### src/rtl/flkey_pkg.sv
package flkey_pkg;

  localparam int unsigned RW        = 32;
  localparam int unsigned NUM_PATHS = 3;

  // lock bit positions inside the control word (decoded by the flash engines)
  localparam int unsigned LK_CTL = 0;
  localparam int unsigned LK_PRG = 1;
  localparam int unsigned LK_OPT = 2;
  localparam int unsigned LK_N   = 3;

  // field bit positions of the control word
  localparam int unsigned BIT_PGM_SEL    = 3;
  localparam int unsigned BIT_WORD_SEL   = 4;
  localparam int unsigned BIT_FIXTIME    = 8;
  localparam int unsigned BIT_ERASE_SEL  = 9;
  localparam int unsigned BIT_HALFPG     = 10;
  localparam int unsigned BIT_DONE_IE    = 16;
  localparam int unsigned BIT_ERR_IE     = 17;
  localparam int unsigned BIT_OPT_RELOAD = 18;

  typedef logic [RW-1:0] word_t;

  typedef enum logic [3:0] {
    SEL_ACC, SEL_OPC, SEL_PWK, SEL_CTK, SEL_PRK,
    SEL_OPK, SEL_STA, SEL_OBV, SEL_WPR, SEL_NONE
  } sel_e;

  typedef enum logic [1:0] {KS_IDLE, KS_HALF, KS_JAM} kst_e;

  function automatic word_t bit_at(input int unsigned pos);
    return word_t'(1) << pos;
  endfunction

  function automatic word_t field_mask();
    return bit_at(BIT_PGM_SEL) | bit_at(BIT_WORD_SEL) | bit_at(BIT_FIXTIME) |
           bit_at(BIT_ERASE_SEL) | bit_at(BIT_HALFPG) | bit_at(BIT_DONE_IE) |
           bit_at(BIT_ERR_IE) | bit_at(BIT_OPT_RELOAD);
  endfunction

  // byte address to register select; misaligned addresses select nothing
  function automatic sel_e decode_sel(input logic [15:0] a);
    sel_e s;
    if (a[1:0] != 2'b00) return SEL_NONE;
    case (a[15:2])
      14'd0:   s = SEL_ACC;
      14'd1:   s = SEL_OPC;
      14'd2:   s = SEL_PWK;
      14'd3:   s = SEL_CTK;
      14'd4:   s = SEL_PRK;
      14'd5:   s = SEL_OPK;
      14'd6:   s = SEL_STA;
      14'd7:   s = SEL_OBV;
      14'd8:   s = SEL_WPR;
      default: s = SEL_NONE;
    endcase
    return s;
  endfunction

  // path 0 = control, 1 = program, 2 = option
  function automatic word_t key_first(input int unsigned p);
    case (p)
      0:       return 32'h89AB_CDEF;
      1:       return 32'h8C9D_AEBF;
      default: return 32'hFBEA_D9C8;
    endcase
  endfunction

  function automatic word_t key_second(input int unsigned p);
    case (p)
      0:       return 32'h0203_0405;
      1:       return 32'h1314_1516;
      default: return 32'h2425_2627;
    endcase
  endfunction

  function automatic sel_e key_sel(input int unsigned p);
    case (p)
      0:       return SEL_CTK;
      1:       return SEL_PRK;
      default: return SEL_OPK;
    endcase
  endfunction

endpackage

### src/rtl/flkey_seq.sv
module flkey_seq
  import flkey_pkg::*;
#(
  parameter word_t K1 = '0,
  parameter word_t K2 = '0
) (
  input  logic  clk,
  input  logic  rst_n,
  input  logic  wr_hit,
  input  word_t wdata,
  input  logic  enable,
  output logic  open_o
);

  kst_e st_q, st_d;
  logic take;

  assign take = wr_hit && enable;

  always_comb begin
    st_d   = st_q;
    open_o = 1'b0;
    if (take) begin
      case (st_q)
        KS_IDLE: st_d = (wdata == K1) ? KS_HALF : KS_JAM;
        KS_HALF: begin
          if (wdata == K2) begin
            st_d   = KS_IDLE;
            open_o = 1'b1;
          end else begin
            st_d = KS_JAM;
          end
        end
        default: st_d = KS_JAM;
      endcase
    end else if (!enable && st_q == KS_HALF) begin
      // a gate that closes mid-sequence abandons the half-entered pair
      st_d = KS_IDLE;
    end
  end

  always_ff @(posedge clk or negedge rst_n) begin
    if (!rst_n) st_q <= KS_IDLE;
    else        st_q <= st_d;
  end

  // a jammed path never recovers without reset
  a_r6_jam_sticky: assert property (@(posedge clk) disable iff (!rst_n)
    st_q == KS_JAM |=> st_q == KS_JAM);

  // an opening never comes out of a jammed path
  a_r6_no_open_jammed: assert property (@(posedge clk) disable iff (!rst_n)
    st_q == KS_JAM |-> !open_o);

endmodule

### src/rtl/flkey_ctl_reg.sv
module flkey_ctl_reg
  import flkey_pkg::*;
(
  input  logic            clk,
  input  logic            rst_n,
  input  logic            wr,
  input  word_t           wdata,
  input  logic [LK_N-1:0] open_vec,
  output logic [LK_N-1:0] lock_q,
  output word_t           fld_q
);

  localparam word_t FMASK = field_mask();

  logic [LK_N-1:0] set_req;
  logic [LK_N-1:0] lock_d;
  word_t           fld_d;
  logic            fld_wr;

  // a relock of the outer lock closes every inner lock as well
  always_comb begin
    for (int i = 0; i < int'(LK_N); i++) begin
      set_req[i] = wr && (wdata[i] || wdata[LK_CTL]);
    end
  end

  always_comb begin
    for (int i = 0; i < int'(LK_N); i++) begin
      if (set_req[i])       lock_d[i] = 1'b1;
      else if (open_vec[i]) lock_d[i] = 1'b0;
      else                  lock_d[i] = lock_q[i];
    end
  end

  assign fld_wr = wr && !lock_q[LK_CTL];
  assign fld_d  = fld_wr ? (wdata & FMASK) : fld_q;

  always_ff @(posedge clk or negedge rst_n) begin
    if (!rst_n) begin
      lock_q <= '1;
      fld_q  <= '0;
    end else begin
      lock_q <= lock_d;
      fld_q  <= fld_d;
    end
  end

  // the outer lock only opens after its key path reported success
  a_r3_ctl_open_by_key: assert property (@(posedge clk) disable iff (!rst_n)
    $fell(lock_q[LK_CTL]) |-> $past(open_vec[LK_CTL]));

  // the program lock only opens while the outer lock was open
  a_r4_prg_needs_ctl: assert property (@(posedge clk) disable iff (!rst_n)
    $fell(lock_q[LK_PRG]) |-> !$past(lock_q[LK_CTL]));

  // the option lock only opens while the outer lock was open
  a_r5_opt_needs_ctl: assert property (@(posedge clk) disable iff (!rst_n)
    $fell(lock_q[LK_OPT]) |-> !$past(lock_q[LK_CTL]));

  // closing the outer lock leaves both inner locks closed
  a_r7_relock_cascade: assert property (@(posedge clk) disable iff (!rst_n)
    $rose(lock_q[LK_CTL]) |-> lock_q[LK_PRG] && lock_q[LK_OPT]);

  // fields hold while the outer lock is set
  a_r8_fields_frozen: assert property (@(posedge clk) disable iff (!rst_n)
    lock_q[LK_CTL] |=> $stable(fld_q));

endmodule

### src/rtl/flkey_rdmux.sv
module flkey_rdmux
  import flkey_pkg::*;
#(
  parameter int unsigned ACC_W = 5
) (
  input  sel_e             sel,
  input  word_t            ctl_word,
  input  logic [ACC_W-1:0] acc_q,
  input  word_t            wprot_q,
  input  word_t            stat_i,
  input  word_t            optrd_i,
  output word_t            rdata
);

  always_comb begin
    case (sel)
      SEL_ACC: rdata = word_t'(acc_q);
      SEL_OPC: rdata = ctl_word;
      SEL_STA: rdata = stat_i;
      SEL_OBV: rdata = optrd_i;
      SEL_WPR: rdata = wprot_q;
      default: rdata = '0; // key registers and unmapped space
    endcase
  end

endmodule

### src/rtl/flkey_regfile.sv
module flkey_regfile
  import flkey_pkg::*;
#(
  parameter int unsigned ADDR_W = 6,
  parameter int unsigned ACC_W  = 5
) (
  input  logic              clk,
  input  logic              rst_n,
  input  logic [ADDR_W-1:0] reg_addr,
  input  logic              reg_we,
  input  logic [31:0]       reg_wdata,
  output logic [31:0]       reg_rdata,
  input  logic [31:0]       stat_i,
  input  logic [31:0]       optrd_i,
  output logic              ctl_locked_o,
  output logic              prg_locked_o,
  output logic              opt_locked_o,
  output logic [31:0]       op_ctrl_o,
  output logic [ACC_W-1:0]  acc_ctrl_o,
  output logic [31:0]       wprot_o
);

  sel_e             sel;
  logic [LK_N-1:0]  lock_q;
  logic [LK_N-1:0]  open_vec;
  logic [LK_N-1:0]  path_en;
  logic [LK_N-1:0]  key_wr;
  word_t            fld_q;
  word_t            ctl_word;
  logic [ACC_W-1:0] acc_q;
  word_t            wprot_q;

  assign sel = decode_sel(16'(reg_addr));

  // inner paths listen only while the outer lock is open and their own is shut
  assign path_en[LK_CTL] = lock_q[LK_CTL];
  assign path_en[LK_PRG] = !lock_q[LK_CTL] && lock_q[LK_PRG];
  assign path_en[LK_OPT] = !lock_q[LK_CTL] && lock_q[LK_OPT];

  for (genvar p = 0; p < int'(NUM_PATHS); p++) begin : g_path
    assign key_wr[p] = reg_we && (sel == key_sel(p));
    flkey_seq #(
      .K1(key_first(p)),
      .K2(key_second(p))
    ) u_seq (
      .clk   (clk),
      .rst_n (rst_n),
      .wr_hit(key_wr[p]),
      .wdata (reg_wdata),
      .enable(path_en[p]),
      .open_o(open_vec[p])
    );
  end

  flkey_ctl_reg u_ctl (
    .clk     (clk),
    .rst_n   (rst_n),
    .wr      (reg_we && sel == SEL_OPC),
    .wdata   (reg_wdata),
    .open_vec(open_vec),
    .lock_q  (lock_q),
    .fld_q   (fld_q)
  );

  always_ff @(posedge clk or negedge rst_n) begin
    if (!rst_n) begin
      acc_q   <= '0;
      wprot_q <= '0;
    end else if (reg_we) begin
      if (sel == SEL_ACC) acc_q   <= reg_wdata[ACC_W-1:0];
      if (sel == SEL_WPR) wprot_q <= reg_wdata;
    end
  end

  assign ctl_word = fld_q | word_t'(lock_q);

  flkey_rdmux #(.ACC_W(ACC_W)) u_rd (
    .sel     (sel),
    .ctl_word(ctl_word),
    .acc_q   (acc_q),
    .wprot_q (wprot_q),
    .stat_i  (stat_i),
    .optrd_i (optrd_i),
    .rdata   (reg_rdata)
  );

  assign ctl_locked_o = lock_q[LK_CTL];
  assign prg_locked_o = lock_q[LK_PRG];
  assign opt_locked_o = lock_q[LK_OPT];
  assign op_ctrl_o    = ctl_word;
  assign acc_ctrl_o   = acc_q;
  assign wprot_o      = wprot_q;

  // a write to unmapped or misaligned space changes no register
  a_r2_unmapped_write: assert property (@(posedge clk) disable iff (!rst_n)
    reg_we && sel == SEL_NONE |=> $stable(op_ctrl_o) && $stable(wprot_o) && $stable(acc_ctrl_o));

  // a control key write while the outer lock is open leaves the locks alone
  a_r9_ctl_key_when_open: assert property (@(posedge clk) disable iff (!rst_n)
    key_wr[LK_CTL] && !lock_q[LK_CTL] |=> $stable(lock_q));

endmodule

### config.mk
export PLATFORM = sky130hd
export DESIGN_NAME = flkey_regfile
export DESIGN_NICKNAME = d
export VERILOG_FILES = /design/src/rtl/flkey_pkg.sv /design/src/rtl/flkey_seq.sv /design/src/rtl/flkey_ctl_reg.sv /design/src/rtl/flkey_rdmux.sv /design/src/rtl/flkey_regfile.sv
export SDC_FILE = /design/constraint.sdc
export NUM_CORES = 1
export LEC_CHECK = 0
export BUFFER_PORTS_ARGS = -buffer_cell sky130_fd_sc_hd__buf_2
export CAP_MARGIN = 25
export CELL_PAD_IN_SITES_DETAIL_PLACEMENT = 0
export CELL_PAD_IN_SITES_GLOBAL_PLACEMENT = 1
export CORE_MARGIN = 3
export CORE_UTILIZATION = 31
export CTS_CLUSTER_SIZE = 12
export DETAILED_ROUTE_END_ITERATION = 8
export GPL_TIMING_DRIVEN = 0
export PLACE_DENSITY_LB_ADDON = 0.1
export SYNTH_ARGS = -nofsm -noshare
export SYNTH_HDL_FRONTEND = slang
export SYNTH_SLANG_ARGS = --single-unit
### constraint.sdc
create_clock -name clk -period 2.4 [get_ports clk]
set_input_delay 0.48 -clock clk [delete_from_list [all_inputs] [get_ports clk]]
set_output_delay 0.48 -clock clk [all_outputs]
set_load 0.05 [all_outputs]
==> results.py <==
metrics = {
    "run_status": {
        "status": "finished, violations left",
        "violations": "setup timing",
    },
    "synth": {
        "netlist_instances": 322,
        "ys_ff_latch": 54,
        "syn_avg_cell_area_um2": 10.4,
        "synth_edf_count": 0,
        "seq_area_frac_synth_pct": 40.5,
        "ys.flop_type": "dfrtp_1",
        "async_flop_share_pct": 100,
        "synth_cell_types": 48,
        "syn_area_um2": 3350,
        "synth_warnings": 0,
    },
    "sta": {
        "final.period_utilization_pct": 107,
        "layout_setup_ws_ps": -159,
        "fin_tns_setup_ps": -4090,
        "drv_slew": 0,
        "finClkSkew_ps": 10.5,
        "fin_crit_ps": 2560,
        "tightest_slew_ps": 545,
        "fmax_mhz": 391,
        "finalSetupViolCount": 32,
        "max_slew_margin_pct": 63.2,
        "grt_setup_unrepaired": "yes",
        "hold_viol_final": 0,
    },
    "floorplan": {
        "die_x_um": 110,
        "coreArea_um2": 10400,
        "num_rows": 37,
        "die_height_um": 110,
        "die_area_um2": 12100,
        "pin_count": 209,
        "initial_core_util_pct": 32.1,
    },
    "finish": {
        "final_cells": 686,
        "fin_util_pct": 49.5,
        "fin_nets": 654,
        "mostFrequentLayoutCells": "156 x buf_2, 51 x dfrtp_1, 44 x mux2_2",
        "final_area_um2": 5160,
        "drive_above_1_share_pct": 59.8,
        "area_growth_pct": 54.2,
        "final_common_cell": "buf_2",
        "n_antenna_cell": 0,
    },
    "pwr": {
        "power_density_nw_per_um2": 466,
        "ir_worst_vdd_uv": 282,
        "power.leakage_nw": 2.76,
        "p_total_w": 0.00240,
    },
    "worst_setup_path": {
        "cp_max_fo": 5,
        "r2r-start": "u_ctl.lock_q[0]",
        "cp-end-kind": "output pin",
        "criticalPathCategory": "input pin to output pin",
        "r2r_setup_slack_ps": 530,
        "worstPathRequired_ps": 1920,
        "critical_path.slowest_cell": "or4b_4",
        "startpoint_type": "input pin",
        "crit_chain": "buf_8 > or4b_4 > nor3b_4 > buf_6 > buf_6 > a222oi_1 > inv_2 > buf_8",
        "critPathMaxStageDelay_ps": 580,
        "r2r_end": "g_path[0].u_seq.st_q[0]",
        "critical_path_arrival_ps": 2080,
        "r2r_cells": 4,
    },
    "placed_design": {
        "dpl_cell_area_um2": 4570,
        "dpl.cell_count": 666,
        "routabilityCongestion": 0.887,
        "place_hpwl_um": 10200,
        "io_buffers": 187,
    },
    "run": {
        "maxCapViolations": 0,
    },
    "clock_network": {
        "cts_num_sinks": 54,
        "clock_path_buffers": 2,
        "cts_made_buffers": 5,
        "clock-root-buffer": "clkbuf_8",
        "htreeDepth": 2,
        "clock_latency_ps": 310,
        "path_clk_slew_ps": 100,
        "cts_tree": "done",
    },
    "min_path": {
        "hp-class": "input pin to async pin",
    },
    "global_route": {
        "antenna_found_initial": 0,
        "grt_first_pass_wirelength_um": 19600,
        "grt_pass1_vias": 3564,
        "overflow": 0,
        "grt_use_total_pct": 21.3,
        "grt_max_degree": 38,
    },
    "route": {
        "drtIter0Drc": 372,
        "drcViolationCount": 0,
        "wl_per_cell_um": 19.1,
        "wl_um": 13100,
        "ant_nets": 0,
        "drt_pass1_iterations": 8,
        "vias_per_cell": 5.24,
        "route.vias.total": 3594,
    },
}
-- where the power goes --
| group | switching (W) | internal, W |
|---|---|---|
| clock network | 0.000304 | 0.000239 |
| logic | 0.000554 | 0.000250 |
| registers | 0.0000681 | 0.000989 |
| total | 0.000926 | 0.00148 |
-- through the flow --
stage | setup slack (ps) | hold slack (ps)
after floorplan | 3.34 | 184
after global placement | -797 | 494
after detailed placement | -791 | 466
after CTS | -155 | 119
after global routing | -207 | 133
final | -159 | 114
-- state kept, by name (all words and copies together), names as in the netlist --
register / flops
u_ctl.lock_q: 3
g_path.u_seq.st_q: 6
u_ctl.fld_q: 8
wprot_o: 32
acc_ctrl_o: 5
-- what timing repair did --
item / in CTS / in global routing
hold buffers: 0 / 0
setup endpoints to repair: 32 / 32
resized for setup: 101 / 29
gates cloned: 2 / 1
pin swaps: 4 / 2
endpoints found under the hold margin: 0 / 0
setup buffers: 6 / 3
-- worst max-delay path: cells and delay by family --
kind	cells	cell delay, ps
AO/OA/AOI/OAI	1	90
buffers and inverters	5	630
AND/OR/NAND/NOR	2	870
-- layout make-up --
type	count	area, um2
plain buffers	39	287
clock buffers	7	86.3
clock inverters	1	8.76
fillers	1052	5260
inverters	26	97.6
multi-input cells	223	1760
flip-flops and latches	54	1360
well taps	136	170
repair buffers	200	1400
-- worst max path at each step --
stage	cells past startpoint	from	slack, ps	to
6_report	8	reg_addr[0]	-160	reg_rdata[19]
5_1_grt	8	reg_addr[0]	-210	reg_rdata[21]
4_1_cts	8	reg_addr[0]	-150	reg_rdata[12]
3_5_place_dp	7	reg_addr[5]	-790	reg_rdata[15]
3_3_place_gp	7	reg_addr[5]	-800	reg_rdata[0]
2_1_floorplan	5	reg_addr[5]	3	reg_rdata[3]
-- cell usage after synthesis (2+ instances only) --
library cell,count,area (um2)
a222oi_1,32,320
a22oi_1,5,37.5
and2_1,2,12.5
and3_1,3,18.8
and3b_1,3,26.3
and4b_1,3,30.0
buf_2,8,40.0
buf_4,24,180
clkbuf_1,7,26.3
dfrtp_1,51,1280
dfstp_2,3,78.8
inv_1,26,97.6
mux2_2,44,495
nand2_1,25,93.8
nand3_1,5,25.0
nand3b_1,2,15.0
nand4_1,9,56.3
nor2_1,10,37.5
nor2b_1,4,25.0
nor3_1,4,20.0
nor4_1,7,43.8
nor4b_1,5,43.8
nor4bb_1,8,80.1
o21ai_0,3,15.0
o22ai_1,3,18.8
o31ai_1,3,22.5
or4_1,2,15.0
-- cells by family (layout without fill, tap and decap cells) --
logic type	Yosys count	after routing	share of synthesized area, %
DFF	54	54	40.5
and+or+nand+nor	104	104	20.0
muxes	44	44	14.8
other	1	21	0.112
buffers and inverters	65	273	10.3
AOI/OAI and AO/OA	54	54	14.4
-- per-layer routing --
metal / routed length (um) / up-vias / global-route usage [%]
li1: - / 1662 / -
met1: 5510 / 1745 / 28.0
met5: 0 / - / 0
met4: 159 / 0 / 4.01
met2: 6500 / 168 / 36.4
met3: 923 / 19 / 4.52
Note: power is estimated with default switching activity, not from simulation.
